## config.mk

```make
export PLATFORM = sky130hd
export DESIGN_NAME = cmdq_consumer
export DESIGN_NICKNAME = d
export VERILOG_FILES = /design/src/rtl/cmdq_pkg.sv /design/src/rtl/cmdq_store.sv /design/src/rtl/cmdq_ptrs.sv /design/src/rtl/cmdq_exec.sv /design/src/rtl/cmdq_consumer.sv
export SDC_FILE = /design/constraint.sdc
export NUM_CORES = 1
export LEC_CHECK = 0
export BUFFER_PORTS_ARGS = -buffer_cell sky130_fd_sc_hd__buf_2
export CORE_AREA = 4 4 404 486
export DETAILED_ROUTE_END_ITERATION = 10
export DIE_AREA = 0 0 408 490
export PLACE_DENSITY = 0.63
export SLEW_MARGIN = 20
export SYNTH_ARGS = -nofsm -noshare
export SYNTH_HDL_FRONTEND = slang
export SYNTH_HIERARCHICAL = 1
export SYNTH_SLANG_ARGS = --single-unit
```

## constraint.sdc

```tcl
create_clock -name clk_i -period 7.3 [get_ports clk_i]
set_clock_uncertainty 0.2 [all_clocks]
set_input_delay 1.46 -clock clk_i [delete_from_list [all_inputs] [get_ports clk_i]]
set_output_delay 1.46 -clock clk_i [all_outputs]
set_load 0.1 [all_outputs]
```

## src/rtl/cmdq_pkg.sv

```systemverilog
package cmdq_pkg;

   localparam logic [7:0] OP_CFG_ALL    = 8'h04;
   localparam logic [7:0] OP_INV_ASID   = 8'h11;
   localparam logic [7:0] OP_INV_GLOBAL = 8'h30;
   localparam logic [7:0] OP_BARRIER    = 8'h46;

   typedef struct packed {
      logic [63:0] w1;
      logic [63:0] w0;
   } cmd_t;

   typedef enum logic [2:0] {
      K_CFG, K_ASID, K_GLOBAL, K_BARRIER, K_BAD
   } kind_t;

   function automatic kind_t decode_op(input logic [7:0] op);
      case (op)
         OP_CFG_ALL:    return K_CFG;
         OP_INV_ASID:   return K_ASID;
         OP_INV_GLOBAL: return K_GLOBAL;
         OP_BARRIER:    return K_BARRIER;
         default:       return K_BAD;
      endcase
   endfunction

endpackage

```

## src/rtl/cmdq_store.sv

```systemverilog
module cmdq_store
   import cmdq_pkg::*;
#(
   parameter int unsigned LOG2_DEPTH = 4
)(
   input  logic                  clk_i,
   input  logic                  rst_ni,
   input  logic                  we_i,
   input  logic [LOG2_DEPTH-1:0] widx_i,
   input  cmd_t                  wcmd_i,
   input  logic [LOG2_DEPTH-1:0] ridx_i,
   output cmd_t                  rcmd_o
);
   localparam int unsigned DEPTH = 1 << LOG2_DEPTH;

   cmd_t slot_w [DEPTH];

   for (genvar i = 0; i < DEPTH; i++) begin : g_slot
      cmd_t slot_q;
      always_ff @(posedge clk_i or negedge rst_ni) begin
         if (!rst_ni)
            slot_q <= '0;
         else if (we_i && (widx_i == LOG2_DEPTH'(i)))
            slot_q <= wcmd_i;
      end
      assign slot_w[i] = slot_q;
   end

   assign rcmd_o = slot_w[ridx_i];

endmodule

```

## src/rtl/cmdq_ptrs.sv

```systemverilog
module cmdq_ptrs #(
   parameter int unsigned LOG2_DEPTH = 4
)(
   input  logic                  clk_i,
   input  logic                  rst_ni,
   input  logic                  prod_we_i,
   input  logic [LOG2_DEPTH:0]   prod_wdata_i,
   input  logic                  adv_i,
   output logic [LOG2_DEPTH:0]   prod_o,
   output logic [LOG2_DEPTH:0]   cons_o,
   output logic [LOG2_DEPTH-1:0] head_idx_o,
   output logic                  empty_o,
   output logic                  full_o
);
   localparam int unsigned PTR_W = LOG2_DEPTH + 1;
   localparam int unsigned WRAP  = LOG2_DEPTH;

   logic [PTR_W-1:0] prod_q, cons_q;

   always_ff @(posedge clk_i or negedge rst_ni) begin
      if (!rst_ni) begin
         prod_q <= '0;
         cons_q <= '0;
      end else begin
         if (prod_we_i) prod_q <= prod_wdata_i;
         if (adv_i)     cons_q <= cons_q + PTR_W'(1);
      end
   end

   assign empty_o    = (prod_q == cons_q);
   assign full_o     = (prod_q[WRAP-1:0] == cons_q[WRAP-1:0]) &&
                       (prod_q[WRAP] != cons_q[WRAP]);
   assign prod_o     = prod_q;
   assign cons_o     = cons_q;
   assign head_idx_o = cons_q[WRAP-1:0];


   no_pass_prod_chk: assert property (@(posedge clk_i) disable iff (!rst_ni)
      adv_i |-> !empty_o);


   flags_excl_chk: assert property (@(posedge clk_i) disable iff (!rst_ni)
      !(empty_o && full_o));

endmodule

```

## src/rtl/cmdq_exec.sv

```systemverilog
module cmdq_exec
   import cmdq_pkg::*;
#(
   parameter int unsigned ASID_W = 16,
   parameter int unsigned PEND_W = 3
)(
   input  logic              clk_i,
   input  logic              rst_ni,
   input  logic              en_i,
   input  logic              empty_i,
   input  cmd_t              cmd_i,
   input  logic              inv_ack_i,
   input  logic              err_clr_i,
   output logic              adv_o,
   output logic              cfg_inv_o,
   output logic [4:0]        cfg_range_o,
   output logic              asid_inv_o,
   output logic [ASID_W-1:0] asid_o,
   output logic              glob_inv_o,
   output logic              sync_done_o,
   output logic              err_o
);
   kind_t             kind;
   logic [PEND_W-1:0] pend_q;
   logic              pend_full, pend_zero, live;
   logic              issue, retire_bar, fault, ack_take;
   logic              cfg_q, asid_q, glob_q, bar_q, err_q;
   logic [4:0]        range_q;
   logic [ASID_W-1:0] asid_q_id;

   assign kind      = decode_op(cmd_i.w0[7:0]);
   assign pend_full = &pend_q;
   assign pend_zero = (pend_q == '0);
   assign live      = en_i && !empty_i && !err_q;
   assign ack_take  = inv_ack_i && !pend_zero;

   always_comb begin
      issue      = 1'b0;
      retire_bar = 1'b0;
      fault      = 1'b0;
      if (live) begin
         case (kind)
            K_CFG, K_ASID, K_GLOBAL: issue      = !pend_full;
            K_BARRIER:               retire_bar = pend_zero;
            default:                 fault      = 1'b1;
         endcase
      end
   end

   assign adv_o = issue || retire_bar;

   always_ff @(posedge clk_i or negedge rst_ni) begin
      if (!rst_ni) begin
         pend_q    <= '0;
         cfg_q     <= 1'b0;
         asid_q    <= 1'b0;
         glob_q    <= 1'b0;
         bar_q     <= 1'b0;
         err_q     <= 1'b0;
         range_q   <= '0;
         asid_q_id <= '0;
      end else begin
         pend_q <= pend_q + PEND_W'(issue) - PEND_W'(ack_take);
         cfg_q  <= issue && (kind == K_CFG);
         asid_q <= issue && (kind == K_ASID);
         glob_q <= issue && (kind == K_GLOBAL);
         bar_q  <= retire_bar;
         if (issue && (kind == K_CFG))  range_q   <= cmd_i.w1[4:0];
         if (issue && (kind == K_ASID)) asid_q_id <= cmd_i.w0[48 +: ASID_W];
         if (err_clr_i)  err_q <= 1'b0;
         else if (fault) err_q <= 1'b1;
      end
   end

   assign cfg_inv_o   = cfg_q;
   assign cfg_range_o = range_q;
   assign asid_inv_o  = asid_q;
   assign asid_o      = asid_q_id;
   assign glob_inv_o  = glob_q;
   assign sync_done_o = bar_q;
   assign err_o       = err_q;

   logic unused_bits;
   assign unused_bits = ^{cmd_i.w1[63:5], cmd_i.w0[47:8]};


   one_pulse_chk: assert property (@(posedge clk_i) disable iff (!rst_ni)
      $onehot0({cfg_q, asid_q, glob_q, bar_q}));


   barrier_wait_chk: assert property (@(posedge clk_i) disable iff (!rst_ni)
      $rose(bar_q) |-> $past(pend_q == '0));


   fault_hold_chk: assert property (@(posedge clk_i) disable iff (!rst_ni)
      (err_q && !err_clr_i) |=> err_q);


   pend_cap_chk: assert property (@(posedge clk_i) disable iff (!rst_ni)
      (pend_full && !ack_take) |=> pend_full);

endmodule

```

## src/rtl/cmdq_consumer.sv

```systemverilog
module cmdq_consumer
   import cmdq_pkg::*;
#(
   parameter int unsigned LOG2_DEPTH = 4,
   parameter int unsigned ASID_W     = 16,
   parameter int unsigned PEND_W     = 3,
   parameter int unsigned EN_BIT     = 3
)(
   input  logic                  clk_i,
   input  logic                  rst_ni,
   input  logic                  ctrl_we_i,
   input  logic [31:0]           ctrl_wdata_i,
   input  logic                  base_we_i,
   input  logic [63:0]           base_wdata_i,
   output logic [63:0]           base_o,
   input  logic                  prod_we_i,
   input  logic [LOG2_DEPTH:0]   prod_wdata_i,
   output logic [LOG2_DEPTH:0]   prod_o,
   output logic [LOG2_DEPTH:0]   cons_o,
   output logic                  empty_o,
   output logic                  full_o,
   input  logic                  cmd_we_i,
   input  logic [LOG2_DEPTH-1:0] cmd_widx_i,
   input  logic [63:0]           cmd_wlo_i,
   input  logic [63:0]           cmd_whi_i,
   input  logic                  inv_ack_i,
   output logic                  cfg_inv_o,
   output logic [4:0]            cfg_range_o,
   output logic                  asid_inv_o,
   output logic [ASID_W-1:0]     asid_o,
   output logic                  glob_inv_o,
   output logic                  sync_done_o,
   output logic                  cmd_err_o
);
   localparam int unsigned PTR_W     = LOG2_DEPTH + 1;
   localparam logic [63:0] ADDR_MASK = ((64'h1 << 52) - 64'h1) & ~64'h1F;
   localparam logic [63:0] BASE_KEEP = (64'h1 << 62) | ADDR_MASK;
   localparam logic [63:0] SIZE_FLD  = 64'(LOG2_DEPTH);

   if (LOG2_DEPTH < 1 || LOG2_DEPTH > 10) begin : g_bad_depth
      $error("LOG2_DEPTH must lie in 1..10");
   end
   if (ASID_W < 1 || ASID_W > 16) begin : g_bad_asid
      $error("ASID_W must lie in 1..16");
   end
   if (PEND_W < 1 || PEND_W > 8) begin : g_bad_pend
      $error("PEND_W must lie in 1..8");
   end
   if (EN_BIT > 31) begin : g_bad_en
      $error("EN_BIT must address the 32-bit control word");
   end

   logic                  en_q;
   logic [63:0]           base_q;
   logic                  err_clr, adv;
   logic [LOG2_DEPTH-1:0] head_idx;
   logic [PTR_W-1:0]      cons_w;
   logic                  empty_w;
   cmd_t                  head_cmd, wr_cmd;

   always_ff @(posedge clk_i or negedge rst_ni) begin
      if (!rst_ni) begin
         en_q   <= 1'b0;
         base_q <= '0;
      end else begin
         if (ctrl_we_i) en_q   <= ctrl_wdata_i[EN_BIT];
         if (base_we_i) base_q <= base_wdata_i & BASE_KEEP;
      end
   end

   assign err_clr = ctrl_we_i && !ctrl_wdata_i[EN_BIT];
   assign base_o  = base_q | SIZE_FLD;
   assign wr_cmd  = '{w1: cmd_whi_i, w0: cmd_wlo_i};

   logic unused_ctrl;
   assign unused_ctrl = ^ctrl_wdata_i;

   cmdq_store #(.LOG2_DEPTH(LOG2_DEPTH)) u_store (
      .clk_i  (clk_i),
      .rst_ni (rst_ni),
      .we_i   (cmd_we_i),
      .widx_i (cmd_widx_i),
      .wcmd_i (wr_cmd),
      .ridx_i (head_idx),
      .rcmd_o (head_cmd)
   );

   cmdq_ptrs #(.LOG2_DEPTH(LOG2_DEPTH)) u_ptrs (
      .clk_i        (clk_i),
      .rst_ni       (rst_ni),
      .prod_we_i    (prod_we_i),
      .prod_wdata_i (prod_wdata_i),
      .adv_i        (adv),
      .prod_o       (prod_o),
      .cons_o       (cons_w),
      .head_idx_o   (head_idx),
      .empty_o      (empty_w),
      .full_o       (full_o)
   );

   cmdq_exec #(.ASID_W(ASID_W), .PEND_W(PEND_W)) u_exec (
      .clk_i       (clk_i),
      .rst_ni      (rst_ni),
      .en_i        (en_q),
      .empty_i     (empty_w),
      .cmd_i       (head_cmd),
      .inv_ack_i   (inv_ack_i),
      .err_clr_i   (err_clr),
      .adv_o       (adv),
      .cfg_inv_o   (cfg_inv_o),
      .cfg_range_o (cfg_range_o),
      .asid_inv_o  (asid_inv_o),
      .asid_o      (asid_o),
      .glob_inv_o  (glob_inv_o),
      .sync_done_o (sync_done_o),
      .err_o       (cmd_err_o)
   );

   assign cons_o  = cons_w;
   assign empty_o = empty_w;


   idle_hold_chk: assert property (@(posedge clk_i) disable iff (!rst_ni)
      !en_q |=> $stable(cons_w));


   err_stall_chk: assert property (@(posedge clk_i) disable iff (!rst_ni)
      cmd_err_o |=> $stable(cons_w));


   step_one_chk: assert property (@(posedge clk_i) disable iff (!rst_ni)
      !$stable(cons_w) |-> (cons_w == PTR_W'($past(cons_w) + PTR_W'(1))));


   base_size_chk: assert property (@(posedge clk_i) disable iff (!rst_ni)
      base_o[4:0] == 5'(LOG2_DEPTH));

endmodule

```

==> results.txt <==
----------------------------------------------------
[Timing]
  RSZ-0062 raised after global routing ... false
  Worst-margin pin slew ... ~1 ns
  Number of pins with negative max-slew slack in the final report ... 0
  Final hold violations ... 0
  Slew Limit Headroom ... 0.331
  Max Freq ... approximately 200 MHz
  Crit path time final ... ~5 ns
  Setup TNS ... 0 ns
  Final clock period utilization by the worst path ... 0.677
  Final Setup Violations ... 0

[CTS]
  Root buf cell ... sky130_fd_sc_hd__clkbuf_16
  TritonCTS clock tree ... built
  CTS-repair resized insts ... 0
  H-Tree Level Count ... 3
  Max clock buf depth ... 3
  CTS Hold Bufs ... 0
  Num CTS Buffers ... 67
  Insertion delay of the later-clocked pin in the worst-skew pair ... approximately 0.65 ns
  Clock transition time at the flip-flop clock pins of the worst setup and hold paths ... roughly 0.060 ns
  Sink count of the clock tree ... approximately 550
  Total setup buffers inserted after CTS ... 0

[Floorplan]
  Die Footprint ... around 200000 sq um
  Area of the core ... 191000 sq um
  Die Span X ... between 400 and 500 microns
  Row count ... approximately 180
  Io pins ... 342
  Vert. Die Dim ... ~490 microns
  Initial cell density of the core ... 0.132

[Pwr]
  Peak ir drop on the vdd network ... 0.169 mV
  Reg power frac ... 0.403
  Switching portion of total power ... 0.307
  Leakage power summed over all cells ... 12.3 nW
  Clock share of power ... 0.332
  Power density of the placed cells ... between 300 and 400 nW/um^2
  Internal power of the cells ... between 0.007 and 0.008 W
  P_sw ... between 0.003 and 0.004 W
  Comb power frac ... 0.265

[Route]
  Number of iterations in the first detailed-routing pass ... 7
  Iteration-0 DRC count of the detailed router ... a little over 700
  Via total after detailed routing ... 13600
  Post-route ant nets ... 0
  Total detailed-routing wirelength ... around 65000 microns
  DRC ... 0
  DR WL/cell ... between 15 and 20 microns
  Via-to-Cell Ratio ... 3.24

[Critical path]
  Critical setup path kind ... flop to flop
  CP required ... about 7.7 ns
  Critical path capture point ... u_exec/pend_q[2]
  CP startpoint ... u_ptrs/cons_o[0]
  Dominant delay contributor by cell family on the critical path ... multiplexers
  CP Data Arrival Time ... 5.31 ns
  Cell-by-cell listing of the critical path ... buf_4 > mux4_2 > mux4_2 > nor4b_1 > nand3_1 > a21oi_1 > xnor2_1 > ha_1 > inv_1 > fa_1 > xnor2_1 > xnor2_1
  Element type at the critical path start ... flop
  Kind of capture point of the worst setup path ... flop
  Critical path's largest stage delay ... between 0.9 and 1 ns
  Standard cell with the maximum stage delay on the critical path ... sky130_fd_sc_hd__dfrtp_4
  Critical R2R Launch ... u_ptrs/cons_o[0]
  Critical path fanouts, max ... 40
  Most frequent CP cell ... sky130_fd_sc_hd__xnor2_1
  Worst r2r dst ... u_exec/pend_q[2]
  Depth of the critical timing path with buffers and inverters included ... 12
  Buffers plus inverters on the worst setup path ... 2
  R2R cell count ... 12
  R2R setup slack ... around 2.4 ns

[Placement]
  Global placer's final weighted congestion ... roughly 0.7
  HPWL after detailed placement ... 37600 microns
  Number of placed instances, taps included ... ~4100
  Count of input and output buffers ... about 180

[GRT]
  Met2 routing resource usage after global routing ... 0.0969
  Combined global-route utilization of all metal layers ... 0.0637
  Global-route layer with the greatest usage ... met2
  Final global-route overflow total ... 0
  GRT met1 Usage ... 0.0824
  Largest net degree at the start of global routing ... 189
  Wire length of the first global-routing pass ... approximately 97000 microns
  Via count of the first global-routing pass ... roughly 15000
  Initial antenna violation count ... 16
  Fraction of met3 tracks used by global routing ... 0.0231

[Job]
  Max-capacitance violation count ... 0

[Finish]
  Final cell count without fillers ... 4191
  Nets@finish ... 1883
  Fraction of final layout cells sized beyond drive strength 1 ... 0.572
  Area growth syn-to-layout ... 21.4%

[Logic synthesis]
  Mapped Cells ... approximately 1600
  Post-Synthesis Cell Area ... between 20000 and 30000 sq um
  Yosys warning total ... 6
  Average size of a mapped cell ... 15.6 sq um

[Hold path]
  Class of the most critical hold timing path ... flop to flop

[Run status]
  Outcome ... finished, final reports clean

----------------------------------------------------
==> final cells by class <==
cell class	count	area, sq um
Clock inverter	21	332
Timing Repair Buffer	208	1180
Multi-Input combinational cell	807	10200
Fill cell	20800	161000
Tap cell	2492	3120
Inverter	4	15.0
Antenna cell	11	27.5
Sequential cell	552	13800
Clock buffer	96	1960
==> state kept, by name, summed over array words and instances, names as in the netlist, 3 cells and up <==
| register | count |
|---|---|
| base_q | 48 |
| u_exec/asid_o | 16 |
| u_exec/cfg_range_o | 5 |
| u_exec/pend_q | 3 |
| u_ptrs/cons_o | 5 |
| u_ptrs/prod_o | 5 |
| u_store/g_slot.slot_q | 464 |
==> worst reg2reg max path: cells and delay by family (launching register included) <==
family	cells	cell delay, ns
mux	2	1.15
compound gates	1	0.31
simple gates	2	0.60
buf+inv	2	0.67
xor+xnor	3	0.48
fa+ha+maj	2	0.55
flops	1	0.92
==> how the worst min path moves through the flow <==
stage / slack, ns / from / end / depth (start not counted)
5_1_grt: 0.30 / u_store/g_slot[4].slot_q[61] / u_store/g_slot[4].slot_q[61] / 1
6_report: 0.28 / u_store/g_slot[4].slot_q[54] / u_store/g_slot[4].slot_q[54] / 1
4_1_cts: 0.29 / u_store/g_slot[4].slot_q[54] / u_store/g_slot[4].slot_q[54] / 1
2_1_floorplan: 0.26 / u_store/g_slot[4].slot_q[65] / u_store/g_slot[4].slot_q[65] / 1
3_3_place_gp: 0.27 / u_store/g_slot[4].slot_q[65] / u_store/g_slot[4].slot_q[65] / 1
3_5_place_dp: 0.28 / u_store/g_slot[8].slot_q[61] / u_store/g_slot[8].slot_q[61] / 1
==> power by group through the flow <==
stage / combinational, W / sequential [W] / clock (W)
after CTS: 0.00278 / 0.00419 / 0.00358
final: 0.00275 / 0.00418 / 0.00345
after floorplan: 0.00206 / 0.00444 / 0
after global routing: 0.00294 / 0.00428 / 0.00370
after global placement: 0.00273 / 0.00420 / 0
after detailed placement: 0.00277 / 0.00425 / 0
==> routing by layer <==
metal	part of all wire	routed length, microns	vias up
met5	0.00063	41	-
met1	0.45	29100	7395
met3	0.074	4810	110
li1	-	-	5791
met4	0.030	1970	6
met2	0.45	28800	284
==> through the flow <==
step	utilization	hold slack (ns)	area [sq um]	setup slack (ns)	power, W
after floorplan	-	0.259	25300	2.65	0.00650
after global placement	0.148	0.269	28300	2.33	0.00693
after detailed placement	0.148	0.277	28300	2.28	0.00702
after CTS	0.160	0.291	30600	2.25	0.0106
after global routing	0.160	0.304	30600	2.03	0.0109
final	0.160	0.284	30600	2.36	0.0104
==> placed cells by master, fill, tap and decap left out, types with 3 or more instances in the layout <==
master and count:
sky130_fd_sc_hd__mux2_1 44, sky130_fd_sc_hd__bufinv_16 5, sky130_fd_sc_hd__nor2_1 7, sky130_fd_sc_hd__clkinv_8 3, sky130_fd_sc_hd__xor2_1 3, sky130_fd_sc_hd__conb_1 16
sky130_fd_sc_hd__inv_1 3, sky130_fd_sc_hd__diode_2 11, sky130_fd_sc_hd__buf_4 25, sky130_fd_sc_hd__dfrtp_4 3, sky130_fd_sc_hd__xnor2_1 10, sky130_fd_sc_hd__nand4_1 3
sky130_fd_sc_hd__nand2_1 6, sky130_fd_sc_hd__nor3b_1 3, sky130_fd_sc_hd__or3_2 3, sky130_fd_sc_hd__a211oi_1 10, sky130_fd_sc_hd__mux2i_1 10, sky130_fd_sc_hd__clkbuf_8 15
sky130_fd_sc_hd__buf_2 178, sky130_fd_sc_hd__mux4_2 135, sky130_fd_sc_hd__clkinv_2 3, sky130_fd_sc_hd__buf_12 3, sky130_fd_sc_hd__clkbuf_16 68, sky130_fd_sc_hd__inv_6 5
sky130_fd_sc_hd__nand3_1 4, sky130_fd_sc_hd__nor2b_1 13, sky130_fd_sc_hd__dfrtp_1 549, sky130_fd_sc_hd__nor2_4 9, sky130_fd_sc_hd__clkbuf_1 13, sky130_fd_sc_hd__nand3b_1 4
sky130_fd_sc_hd__mux2_2 466, sky130_fd_sc_hd__mux2_4 30, sky130_fd_sc_hd__a21oi_1 11
No activity file was read; power rests on OpenSTA's default activity.
